==> src/rtl/hzu_pkg.sv <==
package hzu_pkg;

    typedef enum logic [1:0] {
        FWD_RF  = 2'b00,
        FWD_WB  = 2'b01,
        FWD_MEM = 2'b10
    } fwd_sel_e;

    typedef struct packed {
        logic hold_front;
        logic kill_ifid;
        logic kill_idex;
        logic redirect;
    } front_ctl_t;

endpackage

==> src/rtl/hzu_fwd_sel.sv <==
module hzu_fwd_sel
    import hzu_pkg::*;
#(
    parameter int unsigned REG_AW = 5
) (
    input  logic              clk,
    input  logic              rst,
    input  logic [REG_AW-1:0] src,
    input  logic [REG_AW-1:0] mem_rd,
    input  logic              mem_wen,
    input  logic [REG_AW-1:0] wb_rd,
    input  logic              wb_wen,
    output fwd_sel_e          sel
);
    localparam logic [REG_AW-1:0] ZERO_REG = '0;

    logic src_live;
    logic mem_hit;
    logic wb_hit;

    assign src_live = (src != ZERO_REG);
    assign mem_hit  = src_live && mem_wen && (mem_rd == src);
    assign wb_hit   = src_live && wb_wen  && (wb_rd  == src);

    always_comb begin
        if (mem_hit)     sel = FWD_MEM;
        else if (wb_hit) sel = FWD_WB;
        else             sel = FWD_RF;
    end

    // source register 0 never takes a bypass
    p_zero_src_r4: assert property (@(posedge clk) disable iff (rst)
        (src == ZERO_REG) |-> (sel == FWD_RF));

    // memory-stage match overrides write-back match
    p_mem_first_r3: assert property (@(posedge clk) disable iff (rst)
        (src != ZERO_REG && mem_wen && mem_rd == src) |-> (sel == FWD_MEM));

    // disabled producers never drive a bypass
    p_no_wen_r5: assert property (@(posedge clk) disable iff (rst)
        (!mem_wen && !wb_wen) |-> (sel == FWD_RF));

    p_sel_legal_r1: assert property (@(posedge clk) disable iff (rst)
        $onehot0(sel));

endmodule

==> src/rtl/hzu_load_use.sv <==
module hzu_load_use #(
    parameter int unsigned REG_AW = 5
) (
    input  logic              clk,
    input  logic              rst,
    input  logic [REG_AW-1:0] id_rs1,
    input  logic [REG_AW-1:0] id_rs2,
    input  logic [REG_AW-1:0] ex_rd,
    input  logic              ex_wen,
    input  logic              ex_is_load,
    output logic              hit
);
    localparam logic [REG_AW-1:0] ZERO_REG = '0;

    logic load_live;

    assign load_live = ex_is_load && ex_wen && (ex_rd != ZERO_REG);
    assign hit = load_live && ((ex_rd == id_rs1) || (ex_rd == id_rs2));

    // a load into register 0 never interlocks
    p_zero_load_r4: assert property (@(posedge clk) disable iff (rst)
        (ex_rd == ZERO_REG) |-> !hit);

    // non-load producers never interlock
    p_nonload_r7: assert property (@(posedge clk) disable iff (rst)
        !ex_is_load |-> !hit);

endmodule

==> src/rtl/hzu_front_ctl.sv <==
module hzu_front_ctl
    import hzu_pkg::*;
(
    input  logic       clk,
    input  logic       rst,
    input  logic       load_hit,
    input  logic       br_taken,
    output front_ctl_t ctl
);
    always_comb begin
        ctl = '0;
        if (br_taken) begin
            ctl.redirect  = 1'b1;
            ctl.kill_ifid = 1'b1;
            ctl.kill_idex = 1'b1;
        end else if (load_hit) begin
            ctl.hold_front = 1'b1;
            ctl.kill_idex  = 1'b1;
        end
    end

    // a taken branch never leaves the front end frozen
    p_flush_wins_r9: assert property (@(posedge clk) disable iff (rst)
        br_taken |-> (!ctl.hold_front && ctl.kill_ifid));

    // an interlock always comes with a bubble into execute
    p_bubble_r6: assert property (@(posedge clk) disable iff (rst)
        ctl.hold_front |-> (ctl.kill_idex && !ctl.kill_ifid));

    // quiet inputs give quiet controls
    p_quiet_r10: assert property (@(posedge clk) disable iff (rst)
        (!br_taken && !load_hit) |-> (ctl == '0));

endmodule

==> src/rtl/hzu_unit.sv <==
module hzu_unit
    import hzu_pkg::*;
#(
    parameter int unsigned REG_AW = 5
) (
    input  logic              clk,
    input  logic              rst,
    input  logic [REG_AW-1:0] id_rs1,
    input  logic [REG_AW-1:0] id_rs2,
    input  logic [REG_AW-1:0] ex_rs1,
    input  logic [REG_AW-1:0] ex_rs2,
    input  logic [REG_AW-1:0] ex_rd,
    input  logic              ex_wen,
    input  logic              ex_is_load,
    input  logic [REG_AW-1:0] mem_rd,
    input  logic              mem_wen,
    input  logic [REG_AW-1:0] wb_rd,
    input  logic              wb_wen,
    input  logic              ex_br_taken,
    output logic [1:0]        fwd_a,
    output logic [1:0]        fwd_b,
    output logic              hold_front,
    output logic              kill_ifid,
    output logic              kill_idex,
    output logic              redirect_pc
);
    localparam int unsigned NUM_OPS = 2;

    logic [REG_AW-1:0] ex_src [NUM_OPS];
    fwd_sel_e          op_sel [NUM_OPS];
    logic              load_hit;
    front_ctl_t        ctl;

    assign ex_src[0] = ex_rs1;
    assign ex_src[1] = ex_rs2;

    for (genvar g = 0; g < NUM_OPS; g++) begin : g_op
        hzu_fwd_sel #(.REG_AW(REG_AW)) u_sel (
            .clk     (clk),
            .rst     (rst),
            .src     (ex_src[g]),
            .mem_rd  (mem_rd),
            .mem_wen (mem_wen),
            .wb_rd   (wb_rd),
            .wb_wen  (wb_wen),
            .sel     (op_sel[g])
        );
    end

    hzu_load_use #(.REG_AW(REG_AW)) u_lu (
        .clk        (clk),
        .rst        (rst),
        .id_rs1     (id_rs1),
        .id_rs2     (id_rs2),
        .ex_rd      (ex_rd),
        .ex_wen     (ex_wen),
        .ex_is_load (ex_is_load),
        .hit        (load_hit)
    );

    hzu_front_ctl u_ctl (
        .clk      (clk),
        .rst      (rst),
        .load_hit (load_hit),
        .br_taken (ex_br_taken),
        .ctl      (ctl)
    );

    assign fwd_a       = op_sel[0];
    assign fwd_b       = op_sel[1];
    assign hold_front  = ctl.hold_front;
    assign kill_ifid   = ctl.kill_ifid;
    assign kill_idex   = ctl.kill_idex;
    assign redirect_pc = ctl.redirect;

    // taken branch squashes both younger instructions
    p_branch_kill_r8: assert property (@(posedge clk) disable iff (rst)
        ex_br_taken |-> (redirect_pc && kill_ifid && kill_idex));

endmodule

==> config.mk <==
export PLATFORM = sky130hd
export DESIGN_NAME = hzu_unit
export DESIGN_NICKNAME = d
export VERILOG_FILES = /design/src/rtl/hzu_pkg.sv /design/src/rtl/hzu_fwd_sel.sv /design/src/rtl/hzu_load_use.sv /design/src/rtl/hzu_front_ctl.sv /design/src/rtl/hzu_unit.sv
export SDC_FILE = /design/constraint.sdc
export NUM_CORES = 1
export LEC_CHECK = 0
export CORE_MARGIN = 2
export CORE_UTILIZATION = 32
export DETAILED_ROUTE_END_ITERATION = 8
export PLACE_DENSITY = 0.95
export SYNTH_ARGS = -nofsm -noshare
export SYNTH_HDL_FRONTEND = slang
export SYNTH_SLANG_ARGS = --single-unit
==> constraint.sdc <==
create_clock -name vclk -period 4.8
set_input_delay 1.2 -clock vclk [all_inputs]
set_output_delay 1.2 -clock vclk [all_outputs]
set_load 0.01 [all_outputs]
==> impl_metrics.csv, run 1 <==
group,metric,value,unit
grt,grt_start_max_net_pins,5,
setup_path,cp.required,3.60,ns
pwr,total_leakage_power,0.308,nW
timing,finalWorstPathRequiredPeriod,4.43,ns
hold_path,holdPathEnd,"redirect_pc",
synthesis,synthesized_area_per_cell,8.30,sq um
routing,drc_errors,0,
finish,area_growth,99.2,%
synthesis,synth_top_cells_by_area,"xnor2_1 30%, xor2_1 26%, nor4_2 11%",
hold_path,hold_path_depth,2,
routing,antenna_violating_nets_post_route,0,
timing,finalSetupTns,0,ns
synthesis,synth.yosys.seq_area_share,0,%
finish,n_clock_buffer,0,
placement,gpl.final_weighted_congestion,0.792,
finish,layout.sequential_cells,0,
grt,grt.total_usage,15.8,%
timing,worstMarginPinSlew,0.283,ns
synthesis,syn_area,473,sq um
routing,initialDrtViolationCount,3,
timing,finalCritPeriodShare,92.2,%
floorplan,effective_utilization_at_floorplan,35.5,%
synthesis,yosysUniqueCellTypes,14,
clock_tree,post_cts_resize_count,0,
routing,routedWlPerCell,12.3,um
grt,number_of_global_route_vias_before_repair,587,
clock_tree,postCtsHoldBufs,0,
floorplan,floorplan.rows,13,
routing,drt-vias-per-instance,5.03,
timing,hold_violation_count_in_the_final_report,0,
grt,grt_first_pass_wirelength,2260,um
finish,fillCellCount,98,
floorplan,design.die.area,1800,sq um
synthesis,dominant_cell_type_by_area_after_synthesis,"xnor2_1",
timing,timing.fmax,226,MHz
routing,first_pass_iters,2,
finish,sequential_area,0,sq um
synthesis,synth.yosys.warnings,0,
routing,num_vias,584,
synthesis,postSynthNetCount,99,
finish,layout.nets,145,
timing,rsz0062_at_grt,"no",
pwr,power_density,82.0,nW/um^2
outcome,run_status,"finished, final reports clean",
finish,multi_input_comb_area,443,sq um
timing,slew_viol_final,0,
pwr,irDropWorstVdd,44.9,uV
timing,max_slew_margin,81.0,%
placement,detailed_place_hpwl,1360,um
setup_path,endpoint_kind,"primary output",
placement,portBuffers,48,
run,drv.max_cap_violation_count,0,
clock_tree,setup_bufs_post_cts,0,
finish,antenna_cells_inserted,0,
hold_path,min-delay-path-class,"primary input to primary output",
floorplan,core_area,1330,sq um
hold_path,min_from,"ex_br_taken",
setup_path,critical_path_start_end_classification,"primary input to primary output",
finish,layout-drive-gt1-share,7.92,%
setup_path,crit_fanout,3,
timing,final-setup-viol-count,0,
finish,final_core_utilization,70.6,%
synthesis,postSynthCellCount,57,
floorplan,count_of_pins_on_the_block_boundary,50,
synthesis,synthDominantCellAreaShare,29.6,%
grt,number_of_antenna_violations_at_the_first_check_in_global_routing,0,
floorplan,dieHeight,42.4,um
grt,globalRoute.totalOverflow,0,
floorplan,die-width,42.4,um
routing,drt_wl_total,1420,um
setup_path,start_kind,"primary input",
setup_path,timing.critical_path.arrival,3.23,ns
==> worst max-delay path by stage <==
| stage | from | end | slack [ns] | depth (start not counted) |
|---|---|---|---|---|
| floorplan | ex_rs1[0] | fwd_a[0] | 1.36 | 4 |
| global placement | ex_rs1[0] | fwd_a[0] | 0.39 | 6 |
| detailed placement | ex_rs1[0] | fwd_a[0] | 0.35 | 6 |
| CTS | ex_rs1[0] | fwd_a[0] | 0.35 | 6 |
| global route | ex_rs1[3] | fwd_a[0] | 0.30 | 6 |
| finish | ex_rs1[0] | fwd_a[0] | 0.37 | 6 |
==> through the flow <==
| stage | hold WS [ns] | power (mW) | cell area (sq um) | instances | setup slack, ns |
|---|---|---|---|---|---|
| finish | 3.34 | 0.0772 | 942 | 116 | 0.374 |
| global route | 3.40 | 0.0827 | 942 | 116 | 0.296 |
| CTS | 3.34 | 0.0781 | 942 | 116 | 0.352 |
| detailed placement | 3.35 | 0.0779 | 942 | 116 | 0.352 |
| global placement | 3.34 | 0.0755 | 942 | 116 | 0.392 |
| floorplan | 2.45 | 0.0293 | 473 | 57 | 1.36 |
==> metal layers <==
layer  vias up  share of wire [%]  GRT usage, %
met5         -                  0             0
met4         0                1.5          2.50
met3         2                 13          3.02
met2        46                 50          32.3
met1       248                 36          16.2
li1        288                  -             -
==> cell type report <==
type	instances	area share, %
multi-input combinational	53	47.0
tap	15	1.99
timing repair buffer	48	51.0
==> report_power, final <==
part	internal, mW	leakage [nW]	total, mW	switching, mW
logic	0.0488	0.308	0.0772	0.0284
clock network	0	0	0	0
registers	0	0	0	0
total	0.0488	0.308	0.0772	0.0284
==> cells by family after synthesis <==
kind of cell	synth area share, %
xor+xnor	55.6
simple gates	33.3
buf+inv	6.35
compound gates	4.76
==> synth_stat cells <==
library cell   n
nor3_1         3
or4_1          1
nor2_4         2
xor2_1        14
xnor2_1       16
or4_4          2
a22oi_1        1
o211ai_1       1
nand2_1        2
nor2_1         2
nand4_1        4
buf_4          4
nor4_2         4
o21bai_1       1
==> layout by cell type, fill, tap and decap left out, drive strengths merged <==
| cell | n |
|---|---|
| o211ai | 1 |
| or4 | 3 |
| a22oi | 1 |
| o21bai | 1 |
| nand2 | 2 |
| nor2 | 4 |
| nor3 | 3 |
| clkdlybuf4s50 | 48 |
| nor4 | 4 |
| nand4 | 4 |
| xnor2 | 16 |
| xor2 | 14 |
==> worst max-delay path, stage by stage <==
cell             delay [ns]
clkdlybuf4s50_1        0.47
or4_4                  0.57
nor2_4                 0.12
nor4_2                 0.06
nor4_2                 0.23
clkdlybuf4s50_1        0.57
Note: power is estimated with default switching activity, not from simulation.
==> inputs of run 2 (changes only) <==
Settings changed: GPL_TIMING_DRIVEN set to 0.
==> run 2 against run 1 <==
  * Via count increased by 1.2%
  * Design area up 3.2%
  * Flip-flop and latch count did not move
  * Cell count grew 3.4%
  * Hold slack better by 0.099 ns
  * Clock-buffer cell count stayed put
  * Combinational power increased by 2.7%
  * Maximum frequency hardly changed
  * Critical endpoint unchanged
  * Largest cell class unchanged
  * Largest power group unchanged
==> impl_metrics.csv, run 2 (synthesis results as in run 1) <==
group,metric,value,unit
outcome,run_status,"finished, final reports clean",
floorplan,core_area,1330,sq um
routing,num_vias,591,
placement,portBuffers,48,
placement,gpl.final_weighted_congestion,0.790,
finish,mostFrequentLayoutCell,"clkdlybuf4s50_1",
routing,drt-vias-per-instance,4.93,
routing,initialDrtViolationCount,3,
grt,grt_start_max_net_pins,5,
setup_path,cp.required,3.60,ns
floorplan,floorplan.rows,13,
finish,antenna_cells_inserted,0,
floorplan,count_of_pins_on_the_block_boundary,50,
finish,multi_input_comb_area,443,sq um
setup_path,start_kind,"primary input",
timing,timing.fmax,226,MHz
timing,worstMarginPinSlew,0.288,ns
run,drv.max_cap_violation_count,0,
timing,max_slew_margin,80.6,%
floorplan,die-width,42.4,um
setup_path,endpoint_kind,"primary output",
finish,sequential_area,0,sq um
routing,routedWlPerCell,12.7,um
routing,first_pass_iters,4,
routing,drc_errors,0,
floorplan,dieHeight,42.4,um
setup_path,critical_path_start_end_classification,"primary input to primary output",
pwr,irDropWorstVdd,44.7,uV
timing,rsz0062_at_grt,"no",
finish,layout-drive-gt1-share,11.4,%
grt,grt_first_pass_wirelength,2390,um
clock_tree,postCtsHoldBufs,0,
setup_path,crit_fanout,3,
timing,final-setup-viol-count,0,
hold_path,min-delay-path-class,"primary input to primary output",
timing,hold_slack,3.44,ns
placement,postPlaceCellArea,972,sq um
grt,globalRoute.totalOverflow,0,
floorplan,design.die.area,1800,sq um
clock_tree,post_cts_resize_count,0,
placement,detailed_place_hpwl,1430,um
finish,layout_common_cells,"48 x clkdlybuf4s50_1, 16 x xnor2_1, 14 x xor2_1",
grt,number_of_global_route_vias_before_repair,569,
timing,hold_violation_count_in_the_final_report,0,
floorplan,effective_utilization_at_floorplan,35.5,%
finish,final_core_utilization,72.9,%
finish,area_growth,106,%
setup_path,timing.critical_path.arrival,3.22,ns
pwr,power_density,81.6,nW/um^2
finish,n_clock_buffer,0,
timing,finalSetupTns,0,ns
finish,layout.sequential_cells,0,
grt,grt.total_usage,16.9,%
timing,slew_viol_final,0,
timing,finalCritPeriodShare,92.1,%
pwr,total_leakage_power,0.329,nW
routing,drt_wl_total,1520,um
grt,number_of_antenna_violations_at_the_first_check_in_global_routing,0,
finish,fillCellCount,99,
timing,finalWorstPathRequiredPeriod,4.42,ns
finish,layout.nets,149,
clock_tree,setup_bufs_post_cts,0,
finish,postLayoutCellArea,972,sq um
routing,antenna_violating_nets_post_route,0,
run 2: power breakdown:
group	internal [mW]	leakage, nW	total (mW)	switching, mW
sequential	0	0	0	0
combinational	0.0502	0.329	0.0793	0.0292
clock	0	0	0	0
total	0.0502	0.329	0.0793	0.0292
run 2: area by class of cell:
type	instances	area share, %
repair buffers	48	49.4
multi-input cells	53	45.6
plain buffers	4	3.09
well taps	15	1.93
run 2: worst paths after layout:
kind	startpoint	end	slack, ns	depth (start not counted)
setup / recovery	ex_rs1[0]	fwd_a[0]	0.38	6
hold / removal	wb_wen	fwd_a[0]	3.44	4
run 2: layer usage:
| metal | wire (um) | part of all wire, % | GRT usage (%) | vias to the layer above |
|---|---|---|---|---|
| met3 | 168 | 11 | 2.59 | 0 |
| met2 | 754 | 50 | 33.8 | 46 |
| met1 | 597 | 39 | 19.5 | 248 |
| met4 | 0 | 0 | 0 | 0 |
| met5 | 0 | 0 | 0 | - |
| li1 | - | - | - | 297 |
run 2: through the flow:
step           instances  worst slack, ns  power [mW]
6_report             120            0.377      0.0793
5_1_grt              120            0.252      0.0851
4_1_cts              120            0.359      0.0798
3_5_place_dp         120            0.352      0.0795
3_3_place_gp         120            0.387      0.0771
2_1_floorplan         57             1.36      0.0293
run 2: worst max-delay path, cell delays in order:
cell,delay [ns]
clkdlybuf4s50_1,0.47
or4_4,0.57
nor2_4,0.11
nor4_2,0.06
nor4_2,0.23
clkdlybuf4s50_1,0.57
